===== src/rtl/rng_regfile.sv =====
module rng_regfile #(
  parameter int ADDR_W       = 5,
  parameter int FIFO_DEPTH   = 8,
  parameter int OP_LATENCY   = 64,
  parameter int RESEED_WORDS = 1 << 20,
  parameter int VARIANT      = 2,
  parameter int REV_MAJOR    = 1,
  parameter int REV_MINOR    = 3
) (
  input  logic              clk,
  input  logic              rst_n,
  input  logic              bus_wr,
  input  logic              bus_rd,
  input  logic [ADDR_W-1:0] bus_addr,
  input  logic [31:0]       bus_wdata,
  output logic [31:0]       bus_rdata,
  output logic              irq,
  input  logic              stat_err_inject
);
  localparam int IW = ADDR_W - 2;
  localparam int PW = $clog2(FIFO_DEPTH);
  localparam int LW = PW + 1;
  localparam int TW = $clog2(OP_LATENCY + 1);
  localparam int CW = $clog2(RESEED_WORDS + 1);

  logic [IW-1:0] idx;
  assign idx = bus_addr[ADDR_W-1:2];

  logic wr_cmd, wr_ctrl, rd_data;
  assign wr_cmd  = bus_wr && idx == IW'(1);
  assign wr_ctrl = bus_wr && idx == IW'(2);
  assign rd_data = bus_rd && idx == IW'(5);

  logic auto_q, mdone_q, merr_q;
  logic busy_q, op_seed_q, seeded_q;
  logic [TW-1:0] timer_q;
  logic st_done_q, seed_done_q, stat_err_q;
  logic [CW-1:0] served_q;
  logic [LW-1:0] level_q;
  logic [PW-1:0] wptr_q, rptr_q;
  logic [31:0] lfsr_q;
  logic [31:0] mem [FIFO_DEPTH];

  logic finish, start_st, start_man, auto_go, start_seed, clr_int, clr_err;
  logic push, pop;

  assign finish     = busy_q && timer_q == TW'(1);
  assign start_st   = wr_cmd && bus_wdata[0] && !busy_q;
  assign start_man  = wr_cmd && bus_wdata[1] && !bus_wdata[0] && !busy_q;
  assign auto_go    = auto_q && !busy_q && !start_st && !start_man &&
                      served_q == CW'(RESEED_WORDS);
  assign start_seed = start_man || auto_go;
  assign clr_int    = wr_cmd && bus_wdata[4];
  assign clr_err    = wr_cmd && bus_wdata[5];

  assign pop  = rd_data && level_q != '0;
  assign push = seeded_q && !busy_q && !stat_err_q &&
                (level_q < LW'(FIFO_DEPTH) || pop);

  always_ff @(posedge clk or negedge rst_n) begin
    if (!rst_n) begin
      auto_q  <= 1'b0;
      mdone_q <= 1'b1;
      merr_q  <= 1'b1;
    end else if (wr_ctrl) begin
      auto_q  <= bus_wdata[4];
      mdone_q <= bus_wdata[5];
      merr_q  <= bus_wdata[6];
    end
  end

  always_ff @(posedge clk or negedge rst_n) begin
    if (!rst_n) begin
      busy_q    <= 1'b0;
      op_seed_q <= 1'b0;
      timer_q   <= '0;
    end else if (start_st || start_seed) begin
      busy_q    <= 1'b1;
      op_seed_q <= start_seed;
      timer_q   <= TW'(OP_LATENCY);
    end else if (finish) begin
      busy_q  <= 1'b0;
      timer_q <= '0;
    end else if (busy_q) begin
      timer_q <= timer_q - TW'(1);
    end
  end

  always_ff @(posedge clk or negedge rst_n) begin
    if (!rst_n) begin
      st_done_q   <= 1'b0;
      seed_done_q <= 1'b0;
      stat_err_q  <= 1'b0;
      seeded_q    <= 1'b0;
    end else begin
      if (clr_err || (clr_int && !stat_err_q)) begin
        st_done_q   <= 1'b0;
        seed_done_q <= 1'b0;
      end
      if (clr_err) stat_err_q <= 1'b0;
      if (finish) begin
        if (op_seed_q) begin
          seed_done_q <= 1'b1;
          if (stat_err_inject) stat_err_q <= 1'b1;
          else                 seeded_q   <= 1'b1;
        end else begin
          st_done_q <= 1'b1;
        end
      end
    end
  end

  always_ff @(posedge clk or negedge rst_n) begin
    if (!rst_n)                                  served_q <= '0;
    else if (start_seed)                         served_q <= '0;
    else if (pop && served_q != CW'(RESEED_WORDS)) served_q <= served_q + CW'(1);
  end

  always_ff @(posedge clk or negedge rst_n) begin
    if (!rst_n) begin
      level_q <= '0;
      wptr_q  <= '0;
      rptr_q  <= '0;
      lfsr_q  <= 32'hACE1_2468;
    end else begin
      if (push) begin
        wptr_q <= wptr_q + PW'(1);
        lfsr_q <= {lfsr_q[30:0], lfsr_q[31] ^ lfsr_q[21] ^ lfsr_q[1] ^ lfsr_q[0]};
      end
      if (pop) rptr_q <= rptr_q + PW'(1);
      level_q <= level_q + LW'(push) - LW'(pop);
    end
  end

  always_ff @(posedge clk) begin
    if (push) mem[wptr_q] <= lfsr_q;
  end

  always_comb begin
    case (idx)
      IW'(0):  bus_rdata = {4'(VARIANT), 12'b0, 8'(REV_MAJOR), 8'(REV_MINOR)};
      IW'(2):  bus_rdata = {25'b0, merr_q, mdone_q, auto_q, 4'b0};
      IW'(3):  bus_rdata = {15'b0, stat_err_q, 4'b0, 4'(level_q), 2'b0,
                            seed_done_q, st_done_q, 4'b0};
      IW'(4):  bus_rdata = {28'b0, stat_err_q, 3'b0};
      IW'(5):  bus_rdata = (level_q != '0) ? mem[rptr_q] : 32'b0;
      default: bus_rdata = 32'b0;
    endcase
  end

  assign irq = ((st_done_q || seed_done_q) && !mdone_q) || (stat_err_q && !merr_q);

  logic unused_bits;
  assign unused_bits = ^{bus_wdata[31:7], bus_wdata[3:2], bus_addr[1:0]};
endmodule


===== config.mk =====
export PLATFORM = sky130hd
export DESIGN_NAME = rng_regfile
export DESIGN_NICKNAME = d
export VERILOG_FILES = /design/src/rtl/rng_regfile.sv
export SDC_FILE = /design/constraint.sdc
export NUM_CORES = 1
export LEC_CHECK = 0
export BUFFER_PORTS_ARGS = -buffer_cell sky130_fd_sc_hd__buf_2
export CAP_MARGIN = 30
export CELL_PAD_IN_SITES_DETAIL_PLACEMENT = 0
export CELL_PAD_IN_SITES_GLOBAL_PLACEMENT = 1
export CORE_MARGIN = 4
export CORE_UTILIZATION = 57
export CTS_CLUSTER_SIZE = 12
export DETAILED_ROUTE_END_ITERATION = 10
export PLACE_DENSITY_LB_ADDON = 0.1
export SKIP_CTS_REPAIR_TIMING = 1
export SLEW_MARGIN = 10
export SYNTH_ARGS = -nofsm -noshare
export SYNTH_HDL_FRONTEND = slang
export SYNTH_SLANG_ARGS = --single-unit

===== constraint.sdc =====
create_clock -name clk -period 13 [get_ports clk]
set_input_delay 2.6 -clock clk [delete_from_list [all_inputs] [get_ports clk]]
set_output_delay 2.6 -clock clk [all_outputs]
set_load 0.01 [all_outputs]

==> results of run 1 <==
## power groups by stage
stage	registers, mW	logic (mW)	clock network (mW)
2_1_floorplan	1.20	0.418	0
3_3_place_gp	1.23	0.508	0
3_5_place_dp	1.23	0.516	0
4_1_cts	1.21	0.519	0.968
5_1_grt	1.21	0.560	1.02
6_report	1.21	0.515	0.946
## routing by layer
layer / up-vias / track usage / share of wire
met3: 40 / 0.0383 / 0.038
met2: 114 / 0.368 / 0.51
met4: 0 / 0.0565 / 0.019
met5: - / 0 / 0
li1: 3086 / - / -
met1: 3598 / 0.278 / 0.43
## registers in the layout, indices dropped and copies added, names as in the netlist
| name | cells |
|---|---|
| merr_q | 1 |
| busy_q | 1 |
| timer_q | 7 |
| st_done_q | 1 |
| seeded_q | 1 |
| level_q | 4 |
| wptr_q | 3 |
| seed_done_q | 1 |
| mem | 256 |
| rptr_q | 3 |
| stat_err_q | 1 |
| lfsr_q | 32 |
| auto_q | 1 |
| op_seed_q | 1 |
| served_q | 21 |
| mdone_q | 1 |
## cell families (layout without fill, tap and decap cells)
family | count (synthesis) | in the layout | synth area share
buffers and inverters | 50 | 155 | 0.0160
and+or+nand+nor | 142 | 142 | 0.0552
xor gates and xnor gates | 25 | 25 | 0.0162
AOI/OAI and AO/OA | 53 | 53 | 0.0254
muxes | 131 | 131 | 0.159
DFF | 335 | 335 | 0.716
adders and majority gates | 12 | 12 | 0.0117
## stage by stage
| step | power (mW) | cells |
|---|---|---|
| after floorplan | 1.61 | 748 |
| after global placement | 1.74 | 1105 |
| after detailed placement | 1.74 | 1106 |
| after CTS | 2.70 | 1171 |
| after global routing | 2.79 | 1172 |
| final | 2.67 | 1172 |
## synthesized netlist by cell type (4+ instances only)
cell type  count
a21oi_1        8
and3_1         4
buf_1          5
buf_2         11
clkbuf_1      12
dfrtp_1       64
dfstp_2       15
edfxtp_1     256
ha_1          11
inv_1         19
mux2_2        35
mux2i_1       32
mux4_2        64
nand2_1       36
nand3_1        7
nand4_1        8
nor2_1        44
nor3_1         6
nor3b_1        5
o21ai_0       26
or3_1          6
xnor2_1       15
xor2_1        10
## final timing paths
kind / from / cells after the start / endpoint / slack [ps]
max in group asynchronous: rst_n / 2 / rptr_q[0] / 9900
worst max register to register: level_q[3] / 9 / mem[7][23] / 9670
worst max-delay path: bus_addr[3] / 6 / bus_rdata[16] / 6570
worst min register to register: seeded_q / 1 / seeded_q / 490
worst min-delay path: seeded_q / 1 / seeded_q / 490
min in group asynchronous: rst_n / 1 / timer_q[2] / 2070
## area by class of cell
cell class	instances	area, µm²
inverters	20	75.1
flip-flops and latches	335	9690
clock inverters	11	116
multi-input cells	363	3680
fillers	1604	8030
clock buffers	54	978
repair buffers	70	435
well taps	319	399
## worst max-delay path, stage by stage
cell and delay, ps:
buf_2 130, and3b_1 200, nand2_1 70, buf_4 400
o21ai_0 230, buf_2 180
==> results.toml, run 1 <==
[outcome]
status = "complete, no violations"

[worst_setup_path]
end_kind = "primary output"
arrival_ps = 3830
startpoint_type = "primary input"
cp.required_ps = 10400
crit_type = "primary input to primary output"
crit_fanout = 31

[routing]
drt_pass1_iterations = 4
drtIter0Drc = 472
viasPerCell = 5.83
vias = 6838
wl_per_cell_um = 22.8
drc = 0
routed_wl_mm = 26.8
drtAntennaViolNets = 0

[hold_path]
worst_hold_path_type = "register to register"

[clock_network]
cts_buffers = 36
clkTransAtPathRegs_ps = 60
h-tree-depth = 2
clock_latency_ps = 510
cts_root_buffer = "clkbuf_16"
cts_buffer_depth = 3
cts_tree = "yes"
cts_sinks = 335

[timing]
fin_crit_ps = 6430
setup_violations = 0
fin_crit_sh = 0.494
hold_violations = 0
worst_slack_ps = 6570
skew_ps = 14.9
slew_headroom = 0.311
tns_ps = 0
fin_hold_ws_ps = 493
fmax_mhz = 156
worst_pin_slew_ps = 1030
rsz0062_at_grt = "false"
slew_violations = 0

[layout]
post-route-util = 0.657
finalNetCount = 880
final_cell_mix = "256 x edfxtp_1, 64 x mux4_2, 61 x dfrtp_1"
area_delta_synth_final_pct = 13.7
diodes = 0
final_cell_area_um2 = 15400
layout_commonest_cell = "edfxtp_1"
drive_gt1_frac = 0.301

[synthesis]
ys_async_sr_fraction = 0.236
synth_seq_cells = 335
synth_nets = 802
synth_warnings = 0
synth_seq_area_share = 0.716
syn-instance-count = 748
synth_cell_types = 55
syn-cell-area_um2 = 13500
synth-main-ff-cell = "edfxtp_1"
yosys.area.top_type = "edfxtp_1"
synth_edf_count = 256
post_synth_main_area_contributors = "edfxtp_1 57%, dfrtp_1 12%, mux4_2 11%, dfstp_2 2.9%, mux2_2 2.9%"
postSynthAreaPerCell_um2 = 18.1
synth_top_area_frac = 0.569

[power_and_ir_drop]
power.density_nw_per_um2 = 173
internal-power_mw = 2.00
clkPwrFrac = 0.355
ir_drop_v = 0.000114
power.switching_mw = 0.671
p_seq_frac = 0.452
p_leak_nw = 5.84
switching_share = 0.252
pwr-share-comb = 0.193

[placement]
gp_congestion = 0.819
dp_hpwl_mm = 15.7
numPortBuffers = 45
post-place-ws_ps = 6550
placed_area_um2 = 14200

[floorplanning]
fp.dieH_um = 162
fp.dieArea_um2 = 26300
core_area_um2 = 23400
ioPinCount = 75
rows = 56
start_util = 0.578
die_x_um = 162

[global_routing]
grt_max_degree = 67
gr-usage-all-layers = 0.211
grt_pass1_wl_mm = 42.1
antenna_found_initial = 0
gr-total-overflow = 0
grt_pass1_vias = 7392

[run]
max_cap_violations = 0
No activity file was read; power rests on OpenSTA's default activity.
==> run 2, diff against run 1 <==
Settings changed: CORE_UTILIZATION 57 to 53.
Clock period 13 ns to 6.2 ns, I/O delays scaled along.
==> run 2 against run 1 <==
Effect of this change: clock power is 120% higher; clock-buffer cell count up 5; worst setup slack lost 4600 ps; register-to-register slack worse by 7100 ps; final cell count grew 0.94%; power increased by 110%.
==> results.toml, run 2 (synthesis results as in run 1) <==
[outcome]
status = "complete, no violations"

[run]
max_cap_violations = 0

[timing]
slew_headroom = 0.293
setup_violations = 0
slew_violations = 0
rsz0062_at_grt = "false"
worst_slack_ps = 1970
tns_ps = 0
skew_ps = 13.7
hold_violations = 0
fin_crit_ps = 4230
worst_pin_slew_ps = 1060
fmax_mhz = 236
fin_crit_sh = 0.682

[routing]
wl_per_cell_um = 23.0
viasPerCell = 5.85
routed_wl_mm = 27.2
drtAntennaViolNets = 0
drc = 0
drt_pass1_iterations = 6
drtIter0Drc = 590
vias = 6924

[layout]
drive_gt1_frac = 0.306
largest-register = "mem"
finalNetCount = 879
largest_register_ffs = 256
diodes = 0
fillers = 1878
final_cell_mix = "256 x edfxtp_1, 64 x mux4_2, 61 x dfrtp_1"
area_delta_synth_final_pct = 14.2
layout_commonest_cell = "edfxtp_1"
reg_top3 = "mem (256), lfsr_q (32), served_q (21)"

[global_routing]
antenna_found_initial = 0
grt_max_degree = 48
gr-usage-all-layers = 0.200
gr-total-overflow = 0
grt_pass1_wl_mm = 43.5
grt_pass1_vias = 7394

[worst_setup_path]
crit_type = "register to primary output"
crit_fanout = 40
arrival_ps = 2990
cp.required_ps = 4960
end_kind = "primary output"
startpoint_type = "register"

[hold_path]
worst_hold_path_type = "register to register"

[placement]
dp_hpwl_mm = 15.9
numPortBuffers = 45
post-place-ws_ps = 1740
gp_congestion = 0.790

[clock_network]
clkTransAtPathRegs_ps = 60
cts_sinks = 335
cts_tree = "yes"
cts_buffers = 36
clock_latency_ps = 510
h-tree-depth = 2
cts_buffer_depth = 3
cts_root_buffer = "clkbuf_16"

[floorplanning]
ioPinCount = 75
die_x_um = 168
start_util = 0.539
fp.dieH_um = 168
core_area_um2 = 25100
fp.dieArea_um2 = 28100
rows = 58

[power_and_ir_drop]
ir_drop_v = 0.000225
fin_total_pwr_mw = 5.69
p_leak_nw = 5.88
power.density_nw_per_um2 = 368
-- run 2: cell types whose count changed in the layout (fill, tap and decap cells not counted), sizes merged --
cell / delta
clkbuf: +5
clkinv: -2
clkinvlp: -1
buf: -1
inv: -1
-- run 2: worst paths after layout --
kind,slack (ps),cells after the start,endpoint,from
min in group asynchronous,700,1,timer_q[0],rst_n
max in group asynchronous,4380,2,rptr_q[0],rst_n
worst min-delay path,490,1,seeded_q,seeded_q
worst min register to register,490,1,seeded_q,seeded_q
worst max register to register,2610,13,level_q[2],level_q[3]
worst max-delay path,1970,5,bus_rdata[16],rptr_q[1]
-- run 2: critical path, cell delays in order, from the launching register on --
cell     delay [ps]
dfrtp_2         840
buf_4           640
mux4_2          390
mux2i_1         190
o21ai_0         170
buf_2           200
-- run 2: routing by layer --
metal,part of all wire,GRT usage
met5,0,0
met4,0.019,0.0519
met3,0.043,0.0297
met2,0.50,0.330
met1,0.44,0.286
-- run 2: area by class of cell --
cell class	instances	area [µm²]	area share
clock buffer	59	1060	0.0686
clock inverter	7	96.3	0.00624
timing repair buffer	69	435	0.0282
sequential	335	9690	0.627
inverter	20	75.1	0.00486
tap	330	413	0.0267
multi-input combinational	363	3680	0.238
-- run 2: power by group --
group          switching, mW  internal [mW]  total (mW)
registers              0.162           2.44        2.60
logic                  0.445          0.570        1.02
clock network          0.817           1.25        2.07
total                   1.42           4.26        5.69
-- run 2: per-stage QoR --
step | hold WS [ps] | utilization | cells | cell area (µm²)
after floorplan | 444 | - | 748 | 13500
after global placement | 464 | 0.567 | 1114 | 14200
after detailed placement | 482 | 0.569 | 1117 | 14300
after CTS | 494 | 0.615 | 1183 | 15400
after global routing | 521 | 0.615 | 1183 | 15400
final | 488 | 0.615 | 1183 | 15400
